File: src/rtl/txq_pkg.sv
package txq_pkg;
  // address comparison used for port selection
  function automatic logic addr_hit(input logic [2:0] a, input logic [2:0] b);
    return a == b;
  endfunction

  // wrap-around pointer step for a queue of the given depth
  function automatic int unsigned ptr_step(input int unsigned ptr, input int unsigned depth);
    return (ptr == depth - 1) ? 0 : ptr + 1;
  endfunction

  // level at which the Full flag rises, leaving slack for late writes
  function automatic int unsigned full_mark(input int unsigned depth, input int unsigned slack);
    return depth - slack;
  endfunction
endpackage

File: src/rtl/txq_flush_seq.sv
module txq_flush_seq #(
  parameter int RUN_LEN = 8
) (
  input  logic clk,
  input  logic rst_n,
  input  logic addr_hit,
  input  logic flush_req_n,
  input  logic wr_en_n,
  output logic forced,
  output logic lockout,
  output logic flush_fire,
  output logic [$clog2(RUN_LEN)-1:0] run_cnt
);
  localparam int RUN_W = $clog2(RUN_LEN);
  localparam logic [RUN_W-1:0] LAST = RUN_W'(RUN_LEN - 1);

  logic hold;
  logic qualify;

  assign hold       = addr_hit && !flush_req_n;
  assign qualify    = hold && wr_en_n;
  assign flush_fire = !forced && qualify && (run_cnt == LAST);

  always_ff @(posedge clk or negedge rst_n) begin
    if (!rst_n) begin
      run_cnt <= '0;
      forced  <= 1'b0;
      lockout <= 1'b0;
    end else begin
      if (forced) begin
        run_cnt <= '0;
        if (!hold) forced <= 1'b0;
      end else if (flush_fire) begin
        run_cnt <= '0;
        forced  <= 1'b1;
      end else if (qualify) begin
        run_cnt <= run_cnt + 1'b1;
      end else begin
        run_cnt <= '0;
      end

      if (flush_fire)             lockout <= 1'b1;
      else if (!forced && wr_en_n) lockout <= 1'b0;
    end
  end
endmodule

File: src/rtl/txq_store.sv
module txq_store #(
  parameter int WIDTH = 8,
  parameter int DEPTH = 16
) (
  input  logic clk,
  input  logic rst_n,
  input  logic wr_ok,
  input  logic rd_ok,
  input  logic flush,
  input  logic [WIDTH-1:0] wr_data,
  output logic [WIDTH-1:0] rd_data,
  output logic [$clog2(DEPTH+1)-1:0] level
);
  import txq_pkg::*;
  localparam int PTR_W = $clog2(DEPTH);
  localparam int LVL_W = $clog2(DEPTH + 1);

  logic [WIDTH-1:0] mem [DEPTH];
  logic [PTR_W-1:0] wr_ptr, rd_ptr;

  assign rd_data = mem[rd_ptr];

  always_ff @(posedge clk) begin
    if (wr_ok) mem[wr_ptr] <= wr_data;
  end

  always_ff @(posedge clk or negedge rst_n) begin
    if (!rst_n) begin
      wr_ptr <= '0;
      rd_ptr <= '0;
      level  <= '0;
    end else if (flush) begin
      wr_ptr <= '0;
      rd_ptr <= '0;
      level  <= '0;
    end else begin
      if (wr_ok) wr_ptr <= PTR_W'(ptr_step(int'(wr_ptr), DEPTH));
      if (rd_ok) rd_ptr <= PTR_W'(ptr_step(int'(rd_ptr), DEPTH));
      case ({wr_ok, rd_ok})
        2'b10:   level <= level + LVL_W'(1);
        2'b01:   level <= level - LVL_W'(1);
        default: level <= level;
      endcase
    end
  end
endmodule

File: src/rtl/txq_flags.sv
module txq_flags #(
  parameter int DEPTH = 16,
  parameter int SLACK = 4
) (
  input  logic [$clog2(DEPTH+1)-1:0] level,
  input  logic forced,
  input  logic addr_hit,
  output logic full_n,
  output logic empty_n,
  output logic cell_avail,
  output logic flags_oe
);
  import txq_pkg::*;
  localparam int LVL_W = $clog2(DEPTH + 1);
  localparam logic [LVL_W-1:0] MARK = LVL_W'(full_mark(DEPTH, SLACK));

  logic full_state;

  assign full_state = forced || (level >= MARK);
  assign full_n     = !full_state;
  assign cell_avail = !full_state;
  assign empty_n    = forced || (level != '0);
  assign flags_oe   = addr_hit;
endmodule

File: src/rtl/txq_reset_ctrl.sv
module txq_reset_ctrl #(
  parameter int WIDTH   = 8,
  parameter int DEPTH   = 16,
  parameter int SLACK   = 4,
  parameter int RUN_LEN = 8
) (
  input  logic             clk,
  input  logic             rst_n,
  input  logic [2:0]       bus_addr,
  input  logic [2:0]       port_addr,
  input  logic             flush_req_n,
  input  logic             wr_en_n,
  input  logic [WIDTH-1:0] wr_data,
  input  logic             rd_en,
  output logic [WIDTH-1:0] rd_data,
  output logic             rd_valid,
  output logic             full_n,
  output logic             empty_n,
  output logic             cell_avail,
  output logic             flags_oe
);
  import txq_pkg::*;
  localparam int LVL_W = $clog2(DEPTH + 1);
  localparam int RUN_W = $clog2(RUN_LEN);

  logic             addr_match;
  logic             forced;
  logic             lockout;
  logic             flush_fire;
  logic [RUN_W-1:0] run_cnt;
  logic [LVL_W-1:0] level;
  logic             wr_accept;
  logic             rd_accept;

  assign addr_match = addr_hit(bus_addr, port_addr);
  assign wr_accept  = addr_match && !wr_en_n && !forced && !lockout
                      && (level < LVL_W'(DEPTH));
  assign rd_valid   = (level != '0) && !forced;
  assign rd_accept  = rd_en && rd_valid;

  txq_flush_seq #(.RUN_LEN(RUN_LEN)) u_seq (
    .clk(clk), .rst_n(rst_n), .addr_hit(addr_match),
    .flush_req_n(flush_req_n), .wr_en_n(wr_en_n),
    .forced(forced), .lockout(lockout), .flush_fire(flush_fire),
    .run_cnt(run_cnt)
  );

  txq_store #(.WIDTH(WIDTH), .DEPTH(DEPTH)) u_store (
    .clk(clk), .rst_n(rst_n), .wr_ok(wr_accept), .rd_ok(rd_accept),
    .flush(flush_fire), .wr_data(wr_data), .rd_data(rd_data), .level(level)
  );

  txq_flags #(.DEPTH(DEPTH), .SLACK(SLACK)) u_flags (
    .level(level), .forced(forced), .addr_hit(addr_match),
    .full_n(full_n), .empty_n(empty_n), .cell_avail(cell_avail),
    .flags_oe(flags_oe)
  );
endmodule

File: config.mk
export PLATFORM = sky130hd
export DESIGN_NAME = txq_reset_ctrl
export DESIGN_NICKNAME = d
export VERILOG_FILES = /design/src/rtl/txq_pkg.sv /design/src/rtl/txq_flush_seq.sv /design/src/rtl/txq_store.sv /design/src/rtl/txq_flags.sv /design/src/rtl/txq_reset_ctrl.sv
export SDC_FILE = /design/constraint.sdc
export NUM_CORES = 1
export LEC_CHECK = 0
export BUFFER_PORTS_ARGS = -buffer_cell sky130_fd_sc_hd__buf_4
export CORE_ASPECT_RATIO = 1.1
export CORE_MARGIN = 2
export CORE_UTILIZATION = 25
export DETAILED_ROUTE_END_ITERATION = 10
export GPL_TIMING_DRIVEN = 1
export PLACE_DENSITY_LB_ADDON = 0.05
export SLEW_MARGIN = 20
export SYNTH_ARGS = -nofsm -noshare
export SYNTH_HDL_FRONTEND = slang
export SYNTH_HIERARCHICAL = 1
export SYNTH_SLANG_ARGS = --single-unit
export TNS_END_PERCENT = 100
File: constraint.sdc
create_clock -name clk -period 3.1 [get_ports clk]
set_clock_uncertainty 0.2 [all_clocks]
set_input_delay 0.31 -clock clk [delete_from_list [all_inputs] [get_ports clk]]
set_output_delay 0.31 -clock clk [all_outputs]
set_load 0.01 [all_outputs]
==> impl_metrics.py, run 1 <==
metrics = {
    "yosys": {
        "syn_nets": 388,
        "synthFlopType": "edfxtp_1",
        "synth_top_area_cell": "edfxtp_1",
        "ys_seq_area_share_pct": 70.2,
        "synth_area_leaders": "edfxtp_1, mux4_2, dfrtp_1",
        "synth_edf_count": 128,
        "synthDistinctLibCells": 43,
        "syn_area_sq_mm": 0.00612,
        "ys_top_cells_by_count": "edfxtp_1, mux2i_1, nor2_1",
        "async_reset_ff_share_pct": 12.3,
        "syn_inst": 360,
        "synth_most_common_cell": "edfxtp_1",
        "netlist.area_leader.share_pct": 62.8,
        "yosys_register_bits": 146,
        "ys_warn_count": 6,
        "synth_area_per_cell_sq_um": 17.0,
    },
    "die": {
        "die_x_um": 153,
        "fp.coreArea_sq_mm": 0.0242,
        "die_h_um": 168,
        "start_util_pct": 25.2,
        "rows": 60,
        "dieArea_sq_mm": 0.0257,
        "io-pin-count": 32,
    },
    "setup_path": {
        "crit_start": "wr_en_n",
        "critPathCaptureType": "flip-flop",
        "cp.required_ns": 3.20,
        "worst-path-max-fanout": 5,
        "rr_startpoint": "u_store/level[4]",
        "crit_type": "in2reg",
        "worstPathArrival_ns": 2.94,
        "start_kind": "input port",
    },
    "clock_network": {
        "cts.repair.resized": 0,
        "htree_levels": 4,
        "clock_sinks": 146,
        "numCtsBuffers": 17,
        "cts_root_buf": "clkbuf_16",
        "clk_latency_ns": 0.41,
        "cts_max_path_buffers": 2,
        "cts_tree": "done",
        "clk_pin_slew_ns": 0.06,
        "postCtsSetupBuffers": 0,
    },
    "power_and_ir_drop": {
        "combinationalPowerShare_pct": 29.2,
        "p_clk_share_pct": 32.4,
        "p_int_mw": 4.26,
        "power_density_mw_per_mm2": 822,
        "p_leak_nw": 2.57,
        "p_sw_mw": 1.92,
        "power.total_mw": 6.18,
        "p_sw_share_pct": 31.1,
        "ir_worst_vdd_v": 0.000344,
        "seqPwrFrac_pct": 38.4,
    },
    "cells_and_area": {
        "nets": 454,
        "fin_area_sq_mm": 0.00752,
        "seq_area_sq_mm": 0.00430,
        "layout-area-overhead-vs-synth_pct": 22.8,
        "antenna_cells": 0,
        "fin_cells": 749,
        "multi_input_area_sq_mm": 0.00169,
        "fillers": 2398,
        "layout-drive-gt1-share_pct": 28.2,
    },
    "run": {
        "cap_violations": 0,
    },
    "sta": {
        "hold_violations": 0,
        "rsz0062_at_grt": "false",
        "timing.final.crit_share_pct": 91.5,
        "tightest_slew_ns": 0.538,
        "max_freq_mhz": 352,
        "slew_violations": 0,
        "relSlewSlack_pct": 64.1,
        "tns_ns": 0,
        "period_needed_ns": 2.84,
        "setup_viol": 0,
    },
    "routing": {
        "drt_iter0_drc": 193,
        "wl_um": 15400,
        "drc_errors": 0,
        "firstDrtPassIters": 4,
        "post_drt_wl_per_cell_um": 20.5,
        "avgViaCountPerCell": 4.46,
        "ant_nets": 0,
        "vias": 3338,
    },
    "placed_design": {
        "io_buffers": 31,
        "place_area_sq_mm": 0.00689,
        "place_hpwl_um": 10100,
        "gp_congestion": 0.713,
        "dp.cells": 712,
    },
    "global_route": {
        "track_usage_pct": 12.5,
        "first_global_vias": 3538,
        "grt_pass1_wl_um": 23200,
        "antenna_found_initial": 0,
        "grt_max_degree": 45,
        "grt-ovfl-total": 0,
    },
    "outcome": {
        "status": "complete, no violations",
    },
    "hold_path": {
        "hold_class": "in2reg",
        "hold_start": "wr_data[7]",
    },
}
## metrics by stage
stage / utilization (%) / hold slack (ns) / setup slack [ns]
floorplan: - / -0.186 / 0.234
global placement: 28.4 / 0.00826 / 0.318
detailed placement: 28.4 / 0.0106 / 0.319
CTS: 31.0 / 0.00416 / 0.249
global route: 31.0 / 0.0157 / 0.0645
finish: 31.0 / 0.0156 / 0.263
## cells in the final DEF, fill, tap and decap left out, drive strengths merged, types with 3 or more instances in the layout
master | synthesis | final
edfxtp | 128 | 128
buf | 12 | 60
nor2 | 28 | 28
mux2i | 28 | 28
mux4 | 24 | 24
dfrtp | 18 | 18
clkbuf | 6 | 17
nand2 | 14 | 14
o21ai | 11 | 11
a21oi | 10 | 10
inv | 6 | 10
ha | 9 | 9
a22oi | 8 | 8
a32oi | 8 | 8
nand2b | 8 | 8
nor3 | 6 | 6
clkinv | 1 | 6
dlygate4sd3 | 0 | 5
xor2 | 4 | 4
clkinvlp | 0 | 4
xnor2 | 4 | 4
nor4 | 3 | 3
## repair_timing
item	4_1_cts	5_1_grt
hold buffers	5	0
setup endpoints to repair	0	0
hold endpoints to repair	23	0
## area by class of cell
type / count / area share [%]
Clock buffer: 17 / 5.66
Clock inverter: 15 / 2.06
Inverter: 7 / 0.416
Multi-Input combinational cell: 189 / 22.5
Sequential cell: 146 / 57.2
Tap cell: 310 / 5.16
Timing Repair Buffer: 65 / 6.99
## worst paths after layout
check                      slack, ns  depth (start not counted)            endpoint
min reg2reg                     0.24                          1    u_seq/run_cnt[0]
max                             0.26                         11    u_store/level[4]
min in group asynchronous       0.11                          2    u_store/level[0]
min                             0.02                          1  u_store/mem[15][7]
max in group asynchronous       2.35                          2   u_store/rd_ptr[1]
max reg2reg                     0.35                          9    u_store/level[4]
## sequential cells by signal, summed over array words and instances, names as in the netlist
register and count:
u_store/rd_ptr 4, u_seq/lockout 1, u_seq/forced 1, u_seq/run_cnt 3, u_store/wr_ptr 4, u_store/level 5, u_store/mem 128
## critical path, cell delays in order
cell and delay [ns]:
dlygate4sd3_1 0.53, buf_4 0.15, or4_1 0.48, nor4_2 0.20, nand2b_4 0.23, xnor2_1 0.07
ha_1 0.22, o31a_1 0.24, o32ai_1 0.28, xnor2_1 0.16, nor2_1 0.05
## kinds of logic after synthesis
kind of cell / count (synthesis) / share of synthesized area, %
buffers and inverters: 25 / 2.15
AO/OA/AOI/OAI: 46 / 5.07
adder cells (fa/ha/maj): 9 / 1.84
multiplexers: 52 / 13.4
XOR/XNOR: 8 / 1.14
flip-flops: 146 / 70.2
AND/OR/NAND/NOR: 74 / 6.22
## per-layer routing
layer	vias to the layer above	share of wire, %	track usage, %
li1	1545	-	-
met1	1735	46	16.2
met2	48	51	21.3
met3	10	2.3	2.47
met4	0	0.90	3.74
met5	-	0	0
## power by group through the flow
stage	Clock, mW	Combinational (mW)	Sequential, mW
floorplan	0	1.22	2.35
global placement	0	1.87	2.42
detailed placement	0	1.86	2.42
CTS	2.07	1.87	2.38
global route	2.16	1.99	2.39
finish	2.00	1.81	2.38
Power figures use the tool's default switching activity.
==> run 2, diff against run 1 <==
--- a/config.mk
+++ b/config.mk
@@ -11,6 +11,7 @@
 export CORE_UTILIZATION = 25
 export DETAILED_ROUTE_END_ITERATION = 10
 export GPL_TIMING_DRIVEN = 1
+export HOLD_SLACK_MARGIN = 0.1
 export PLACE_DENSITY_LB_ADDON = 0.05
 export SLEW_MARGIN = 20
 export SYNTH_ARGS = -nofsm -noshare
==> impl_metrics.py, run 2 (synthesized netlist as in run 1, its figures left out) <==
metrics = {
    "sta": {
        "slew_violations": 0,
        "period_needed_ns": 2.84,
        "timing.final.crit_share_pct": 91.5,
        "max_freq_mhz": 352,
        "relSlewSlack_pct": 64.5,
        "tightest_slew_ns": 0.532,
        "hold_violations": 0,
        "rsz0062_at_grt": "false",
        "setup_viol": 0,
        "tns_ns": 0,
    },
    "power_and_ir_drop": {
        "p_leak_nw": 2.61,
        "p_sw_share_pct": 31.1,
        "p_int_mw": 4.27,
        "combinationalPowerShare_pct": 29.3,
        "power_density_mw_per_mm2": 814,
        "seqPwrFrac_pct": 38.4,
        "p_sw_mw": 1.92,
        "p_clk_share_pct": 32.3,
        "ir_worst_vdd_v": 0.000343,
        "power.total_mw": 6.19,
    },
    "setup_path": {
        "start_kind": "input port",
        "cp.required_ns": 3.20,
        "worstPathCellList": "dlygate4sd3_1 -> buf_4 -> or4_1 -> nor4_2 -> nand2b_4 -> xnor2_1 -> ha_1 -> o31a_1 -> o32ai_1 -> xnor2_1 -> nor2_1",
        "timing.critical_path.mode_cell": "xnor2_1",
        "critPathCaptureType": "flip-flop",
        "r2r_slack_ns": 0.35,
        "crit_type": "in2reg",
        "critPathSlowestCell": "dlygate4sd3_1",
        "worst-path-max-fanout": 5,
        "cp_slowest_stage_delay_ns": 0.53,
        "worstPathArrival_ns": 2.94,
    },
    "clock_network": {
        "htree_levels": 4,
        "cts_tree": "done",
        "clk_latency_ns": 0.41,
        "numCtsBuffers": 17,
        "postCtsSetupBuffers": 0,
        "clk_pin_slew_ns": 0.06,
        "cts_root_buf": "clkbuf_16",
        "cts_max_path_buffers": 2,
        "clock_sinks": 146,
    },
    "cells_and_area": {
        "final_common_cell": "edfxtp_1",
        "largest_register_ffs": 128,
        "fin_cells": 758,
        "most-common-layout-cells": "edfxtp_1, buf_4, nor2_1, mux2i_1, mux4_2",
        "seq_area_sq_mm": 0.00430,
        "nets": 463,
        "multi_input_area_sq_mm": 0.00169,
        "fillers": 2395,
        "top_register": "u_store/mem",
        "top_regs": "u_store/mem: 128 flops, u_store/level: 5 flops",
        "layout-area-overhead-vs-synth_pct": 24.3,
        "antenna_cells": 0,
        "layout-drive-gt1-share_pct": 27.7,
    },
    "die": {
        "die_x_um": 153,
        "fp.coreArea_sq_mm": 0.0242,
        "die_h_um": 168,
        "dieArea_sq_mm": 0.0257,
        "rows": 60,
        "start_util_pct": 25.2,
        "io-pin-count": 32,
    },
    "global_route": {
        "antenna_found_initial": 0,
        "grt_max_degree": 45,
        "track_usage_pct": 12.6,
        "grt-ovfl-total": 0,
        "first_global_vias": 3564,
        "grt_pass1_wl_um": 23200,
    },
    "routing": {
        "wl_um": 15400,
        "drc_errors": 0,
        "ant_nets": 0,
        "firstDrtPassIters": 5,
        "avgViaCountPerCell": 4.45,
        "vias": 3376,
        "drt_iter0_drc": 197,
        "post_drt_wl_per_cell_um": 20.3,
    },
    "placed_design": {
        "dp.cells": 712,
        "place_hpwl_um": 10100,
        "gp_congestion": 0.713,
        "io_buffers": 31,
    },
    "hold_path": {
        "hold_class": "reg2reg",
    },
    "run": {
        "cap_violations": 0,
    },
    "outcome": {
        "status": "complete, no violations",
    },
}
## run 2: cell types whose count changed in the layout (fill, tap and decap cells not counted), sizes merged
cell	previous run	this run
dlygate4sd3	5	14
## run 2: power by group through the flow
stage | Clock, mW | Combinational, mW | Sequential (mW)
2_1_floorplan | 0 | 1.22 | 2.35
3_3_place_gp | 0 | 1.87 | 2.42
3_5_place_dp | 0 | 1.86 | 2.42
4_1_cts | 2.07 | 1.88 | 2.38
5_1_grt | 2.16 | 2.00 | 2.39
6_report | 2.00 | 1.81 | 2.37
## run 2: metrics by stage
stage                     utilization, %  hold slack (ns)  worst slack (ns)  area, sq um
after floorplan                        -           -0.186             0.234         6120
after CTS                           31.4            0.246             0.249         7610
after global placement              28.4          0.00826             0.318         6890
after detailed placement            28.4           0.0106             0.319         6890
after global routing                31.4            0.270            0.0645         7610
final                               31.4            0.242             0.263         7610
## run 2: cell type report
cell class	instances	share of cell area [%]
Clock buffer	17	5.59
Clock inverter	15	2.04
Inverter	7	0.411
Multi-Input combinational cell	189	22.3
Sequential cell	146	56.5
Tap cell	310	5.10
Timing Repair Buffer	74	8.09
## run 2: worst max-delay path: cells and delay by family
family / cells / cell delay, ns
compound gates: 2 / 0.52
xor+xnor: 2 / 0.23
fa+ha+maj: 1 / 0.22
buf+inv: 2 / 0.68
simple gates: 4 / 0.96
## run 2: worst paths after layout
path / startpoint / endpoint / depth (start not counted)
setup / recovery: wr_en_n / u_store/level[4] / 11
hold / removal: u_seq/run_cnt[0] / u_seq/run_cnt[0] / 1
setup reg to reg: u_store/level[4] / u_store/level[4] / 9
hold reg to reg: u_seq/run_cnt[0] / u_seq/run_cnt[0] / 1
max in group asynchronous: rst_n / u_store/rd_ptr[0] / 4
min in group asynchronous: rst_n / u_seq/run_cnt[2] / 3
## run 2: per-layer routing
metal	track usage [%]	up-vias	share of wire [%]
met5	0	-	0
met4	3.74	0	0.86
met1	16.2	1752	46
met3	2.47	9	2.4
met2	21.4	50	51
li1	-	1565	-
## run 2: what timing repair did
action,in CTS,in global routing
hold buffers,14,0
hold endpoints to repair,151,0
resized for setup,0,0
==> run 3, diff against run 2 <==
--- a/config.mk
+++ b/config.mk
@@ -5,7 +5,7 @@
 export SDC_FILE = /design/constraint.sdc
 export NUM_CORES = 1
 export LEC_CHECK = 0
-export BUFFER_PORTS_ARGS = -buffer_cell sky130_fd_sc_hd__buf_4
+export BUFFER_PORTS_ARGS = -buffer_cell sky130_fd_sc_hd__buf_2
 export CORE_ASPECT_RATIO = 1.1
 export CORE_MARGIN = 2
 export CORE_UTILIZATION = 25
@@ -13,6 +13,7 @@
 export GPL_TIMING_DRIVEN = 1
 export HOLD_SLACK_MARGIN = 0.1
 export PLACE_DENSITY_LB_ADDON = 0.05
+export REMOVE_ABC_BUFFERS = 1
 export SLEW_MARGIN = 20
 export SYNTH_ARGS = -nofsm -noshare
 export SYNTH_HDL_FRONTEND = slang
==> impl_metrics.py, run 3 (synthesized netlist as in run 1, its figures left out) <==
metrics = {
    "cells_and_area": {
        "nets": 463,
        "top_regs": "u_store/mem: 128 flops, u_store/level: 5 flops",
        "utilization_pct": 30.9,
        "final_common_cell": "edfxtp_1",
        "layout-drive-gt1-share_pct": 28.1,
        "top_register": "u_store/mem",
        "layout-area-overhead-vs-synth_pct": 22.6,
        "largest_register_ffs": 128,
        "antenna_cells": 0,
        "most-common-layout-cells": "edfxtp_1, buf_2, buf_4, nor2_1, mux2i_1",
        "fin_area_sq_mm": 0.00750,
    },
    "global_route": {
        "track_usage_pct": 12.1,
        "first_global_vias": 3503,
        "antenna_found_initial": 0,
        "grt-ovfl-total": 0,
        "grt_pass1_wl_um": 22600,
        "grt_max_degree": 28,
    },
    "setup_path": {
        "worstPathCellList": "buf_12 -> mux4_2 -> a32oi_1 -> o21ai_1 -> buf_2",
        "start_kind": "flip-flop",
        "r2r_slack_ns": 0.31,
        "critPathSlowestCell": "dfrtp_2",
        "worstPathArrival_ns": 2.38,
        "critPathCaptureType": "output pin",
        "crit_type": "reg2out",
        "cp.required_ns": 2.59,
        "worst-path-max-fanout": 14,
        "cp_slowest_stage_delay_ns": 0.64,
    },
    "routing": {
        "drc_errors": 0,
        "post_drt_wl_per_cell_um": 19.5,
        "firstDrtPassIters": 4,
        "avgViaCountPerCell": 4.40,
        "wl_um": 14800,
        "ant_nets": 0,
        "vias": 3335,
        "drt_iter0_drc": 196,
    },
    "sta": {
        "hold_violations": 0,
        "slew_violations": 0,
        "relSlewSlack_pct": 68.9,
        "fin_ws_ns": 0.213,
        "setup_viol": 0,
        "max_freq_mhz": 346,
        "period_needed_ns": 2.89,
        "rsz0062_at_grt": "false",
        "timing.final.crit_share_pct": 93.1,
        "tightest_slew_ns": 0.466,
    },
    "hold_path": {
        "hold_class": "in2async",
    },
    "placed_design": {
        "place_ws_ns": 0.286,
        "place_area_sq_mm": 0.00684,
        "place_hpwl_um": 10100,
        "io_buffers": 31,
        "gp_congestion": 0.673,
    },
    "clock_network": {
        "clock_sinks": 146,
        "htree_levels": 4,
        "cts_tree": "done",
        "clk_pin_slew_ns": 0.07,
        "clk_latency_ns": 0.42,
        "cts_root_buf": "clkbuf_16",
        "numCtsBuffers": 17,
        "cts_max_path_buffers": 2,
    },
    "die": {
        "die_h_um": 168,
        "fp.coreArea_sq_mm": 0.0242,
        "rows": 60,
        "io-pin-count": 32,
        "start_util_pct": 25.2,
        "die_x_um": 153,
        "dieArea_sq_mm": 0.0257,
    },
    "power_and_ir_drop": {
        "p_leak_nw": 2.57,
        "power.total_mw": 6.06,
        "power_density_mw_per_mm2": 808,
        "ir_worst_vdd_v": 0.000364,
    },
    "run": {
        "cap_violations": 0,
    },
    "outcome": {
        "status": "complete, no violations",
    },
}
-- run 3: cell count changes in the layout (fill, tap and decap cells not counted), sizes merged --
cell         previous run  this run
inv                    10        14
clkinvlp                4         3
buf                    60        62
bufinv                  2         0
dlygate4sd3            14        12
clkinv                  6         5
-- run 3: worst max-delay path: cells and delay by family, from the launching register on --
family	cells	cell delay, ns
flip-flops	1	0.64
multiplexers	1	0.55
buffers and inverters	2	0.42
AO/OA/AOI/OAI	2	0.34
-- run 3: worst paths after layout --
check / to / from / cells after the start
max: rd_data[5] / u_store/rd_ptr[0] / 5
min: u_store/level[4] / rst_n / 2
max reg2reg: u_store/level[4] / u_store/level[4] / 9
min reg2reg: u_seq/run_cnt[0] / u_seq/run_cnt[0] / 1
max in group asynchronous: u_store/rd_ptr[0] / rst_n / 2
min in group clk: u_seq/run_cnt[0] / u_seq/run_cnt[0] / 1
-- run 3: per-layer routing --
layer	wire length, um	global-route usage (%)
met3	350	2.93
met1	6950	15.8
met5	0	0
met4	150	3.74
met2	7360	20.0
-- run 3: metrics by stage --
| step | hold slack (ns) | setup TNS (ns) | instances |
|---|---|---|---|
| global route | 0.190 | 0 | 758 |
| floorplan | -0.186 | -0.188 | 342 |
| CTS | 0.162 | 0 | 758 |
| detailed placement | 0.0921 | 0 | 714 |
| global placement | 0.0908 | 0 | 714 |
| finish | 0.166 | 0 | 758 |
-- run 3: layout make-up --
type	instances	area, sq um
Inverter	7	31.3
Fill cell	2390	16700
Timing Repair Buffer	74	546
Clock buffer	17	425
Sequential cell	146	4300
Clock inverter	15	120
Multi-Input combinational cell	189	1690
Tap cell	310	388
-- run 3: where the power goes --
part	internal [mW]	switching, mW	leakage, nW
registers	2.23	0.202	1.38
clock network	1.04	0.866	0.259
logic	0.801	0.918	0.938
-- run 3: what timing repair did --
item,4_1_cts,5_1_grt
resized for setup,0,0
hold buffers,12,0
buffers inserted,0,0
hold endpoints to repair,127,0
